File: config.mk
export PLATFORM = sky130hd
export DESIGN_NAME = lvl_fail_pick
export DESIGN_NICKNAME = d
export VERILOG_FILES = /design/src/rtl/lvl_chk_pkg.sv /design/src/rtl/lvl_fail_pick.sv
export SDC_FILE = /design/constraint.sdc
export NUM_CORES = 1
export LEC_CHECK = 0
export BUFFER_PORTS_ARGS = -buffer_cell sky130_fd_sc_hd__clkbuf_2
export CAP_MARGIN = 20
export CORE_AREA = 2 2 39 41
export DETAILED_ROUTE_END_ITERATION = 12
export DIE_AREA = 0 0 41 43
export PLACE_DENSITY = 0.43
export SLEW_MARGIN = 10
export SYNTH_ARGS = -nofsm -noshare
export SYNTH_HDL_FRONTEND = slang
export SYNTH_SLANG_ARGS = --single-unit
File: constraint.sdc
create_clock -name vclk -period 0.8
set_input_delay 0.04 -clock vclk [all_inputs]
set_output_delay 0.04 -clock vclk [all_outputs]
set_load 0.01 [all_outputs]
File: src/rtl/lvl_chk_pkg.sv
package lvl_chk_pkg;

    typedef enum logic [1:0] {
        CAUSE_NONE  = 2'd0,
        CAUSE_TREND = 2'd1,
        CAUSE_STEP  = 2'd2
    } cause_e;

    typedef enum logic {
        ST_IDLE = 1'b0,
        ST_DONE = 1'b1
    } state_e;

endpackage

File: src/rtl/lvl_fail_pick.sv
module lvl_fail_pick
    import lvl_chk_pkg::*;
#(
    parameter int NPAIR = 8,
    parameter int IDX_W = 4
) (
    input  logic [NPAIR-1:0] trend_bad,
    input  logic [NPAIR-1:0] step_bad,
    output logic             any_fail,
    output logic [IDX_W-1:0] fail_idx,
    output cause_e           fail_cause
);
    always_comb begin
        any_fail   = 1'b0;
        fail_idx   = '0;
        fail_cause = CAUSE_NONE;
        for (int i = NPAIR - 1; i >= 0; i--) begin
            if (trend_bad[i] || step_bad[i]) begin
                any_fail   = 1'b1;
                fail_idx   = IDX_W'(i);
                fail_cause = trend_bad[i] ? CAUSE_TREND : CAUSE_STEP;
            end
        end
    end
endmodule

==> impl_metrics.json <==
{
  "track_usage_pct": 9.49,
  "use_met3_pct": 0,
  "slew_violations": 0,
  "grt_setup_unrepaired": "true",
  "yosysUniqueCellTypes": 22,
  "synth_top_family_by_area": "simple AND/OR/NAND/NOR gates",
  "crit_type": "in2out",
  "finalSetupViolCount": 6,
  "required_ps": 760,
  "synth_warnings": 0,
  "die_w_um": 41,
  "final_layout_size_suffix_gt1_share_pct": 59.1,
  "die_h_um": 43,
  "max-vdd-ir-drop_uv": 137,
  "synthCells": 38,
  "areaGrowthSynthToFinish_pct": 144,
  "clock_buffers": 0,
  "syn_area_um2": 206,
  "grt.met2_usage_pct": 15.3,
  "synthAdderAreaFrac_pct": 0,
  "start_util_pct": 14.9,
  "start_kind": "input pin",
  "synth_nets": 54,
  "fmax_ghz": 1.04,
  "critPathMaxFanout": 4,
  "grt_max_degree": 6,
  "syn_area_per_cell_um2": 5.43,
  "period_share_pct": 120,
  "dp_hpwl_um": 729,
  "drc": 0,
  "grt_remaining_overflow": 0,
  "cts_hold_buf": 0,
  "layout.nets": 84,
  "grt_pass1_vias": 324,
  "synthSimpleGateAreaFrac_pct": 58.2,
  "finish.utilization_pct": 36.3,
  "setup_ws_ps": -160,
  "hp-class": "in2out",
  "synth_mux_area_share_pct": 0,
  "final-seq-area_um2": 0,
  "placed_cell_area_um2": 382,
  "globalRouteMet1Util_pct": 14.6,
  "portBuffers": 22,
  "diodes": 0,
  "yosysSeqAreaShare_pct": 0,
  "synth_compound_area_share_pct": 30.9,
  "grt_pass1_wl_um": 1260,
  "vias": 380,
  "violations": "setup timing",
  "worstSetupEndpointType": "output port",
  "ant_nets": 0,
  "cp_slowest_cell": "o21a_1",
  "place_congestion": 0.728,
  "drv_cap": 0,
  "design.seq.count": 0,
  "antenna_found_initial": 0,
  "synth_xor_area_share_pct": 0,
  "leakagePower_nw": 0.228,
  "routedWlPerCell_um": 10.9,
  "crit_arrival_ps": 920,
  "drt_iter0_drc": 3,
  "wl_um": 896,
  "design_area_um2": 503,
  "drt-pass1-iter-count": 2,
  "io-pin-count": 23,
  "vias_per_cell": 4.63,
  "period_minus_slack_ps": 960,
  "cp_slowest_stage_delay_ps": 200,
  "top_usage_layer": "met2",
  "hold_viol": 0,
  "row_count": 14,
  "die_area_um2": 1760,
  "status": "complete, but fails checks",
  "core_um2": 1380,
  "p_per_area_nw_per_um2": 442,
  "crit_chain": "buf_8, nor2b_4, o21a_1, o221ai_2, and3_1, buf_2"
}
-- power breakdown --
group	switching, mW	total (mW)	internal, mW
Sequential	0	0	0
Combinational	0.109	0.222	0.113
Clock	0	0	0
Total	0.109	0.222	0.113
-- placed cells by master (no fill, tap or decap), types with 2 or more instances in the layout --
master / n
inv_1: 3
buf_6: 2
nand2_1: 3
buf_4: 7
clkbuf_2: 10
buf_2: 6
a21oi_1: 2
clkbuf_8: 3
nor4_4: 3
nor2_1: 8
-- metrics by stage --
stage | setup slack [ps] | cells | setup TNS [ps] | hold WS (ps) | power (mW)
floorplan | 57.5 | 38 | 0 | 201 | 0.0572
global placement | -200 | 82 | -861 | 395 | 0.163
detailed placement | -230 | 82 | -873 | 394 | 0.162
CTS | -130 | 82 | -562 | 394 | 0.199
global route | -203 | 82 | -857 | 422 | 0.240
finish | -160 | 82 | -481 | 391 | 0.222
-- worst max-delay path, delay by kind of cell --
| kind | cells | cell delay [ps] |
|---|---|---|
| simple gates | 2 | 280 |
| buf+inv | 2 | 220 |
| compound gates | 2 | 370 |
-- path summary, 6_finish.rpt --
check | cells after the start | slack (ps) | start | end
max | 6 | -160 | trend_bad[7] | fail_cause[1]
min | 4 | 390 | trend_bad[0] | fail_cause[0]
-- cells by family after synthesis --
kind of cell | count (synthesis)
other | 1
AND/OR/NAND/NOR | 23
buffers and inverters | 4
AO/OA/AOI/OAI | 10
-- repair_timing --
action	4_1_cts	5_1_grt
buffers inserted	0	0
resized for setup	12	22
pin swaps	7	5
setup endpoints to repair	6	6
-- synthesized netlist by cell type (all sizes together) --
library cell / count / area, um^2
inv: 3 / 11.3
a31oi: 1 / 6.26
nor2: 8 / 30.0
nor4: 4 / 31.3
o21a: 1 / 7.51
o41ai: 1 / 8.76
conb: 1 / 3.75
o31ai: 1 / 7.51
buf: 1 / 7.51
o21ai: 2 / 10.0
nand2: 3 / 11.3
and3: 1 / 6.26
and2: 1 / 6.26
a21oi: 3 / 15.0
nand4: 1 / 6.26
nand3: 1 / 5.00
nor3: 2 / 10.0
o221ai: 1 / 8.76
nor2b: 1 / 6.26
nor3b: 1 / 7.51
-- layout make-up --
| cell class | count | area, um^2 |
|---|---|---|
| Inverter | 3 | 11.3 |
| Tap cell | 16 | 20.0 |
| Timing Repair Buffer | 29 | 211 |
| Multi-Input combinational cell | 34 | 260 |
| Fill cell | 147 | 881 |
-- per-layer routing --
metal / wire length [um] / share of wire, %
met5: 0 / 0
met4: 0 / 0
met3: 38 / 4.2
met2: 458 / 51
met1: 400 / 45
(Power assumes the default switching activity.)
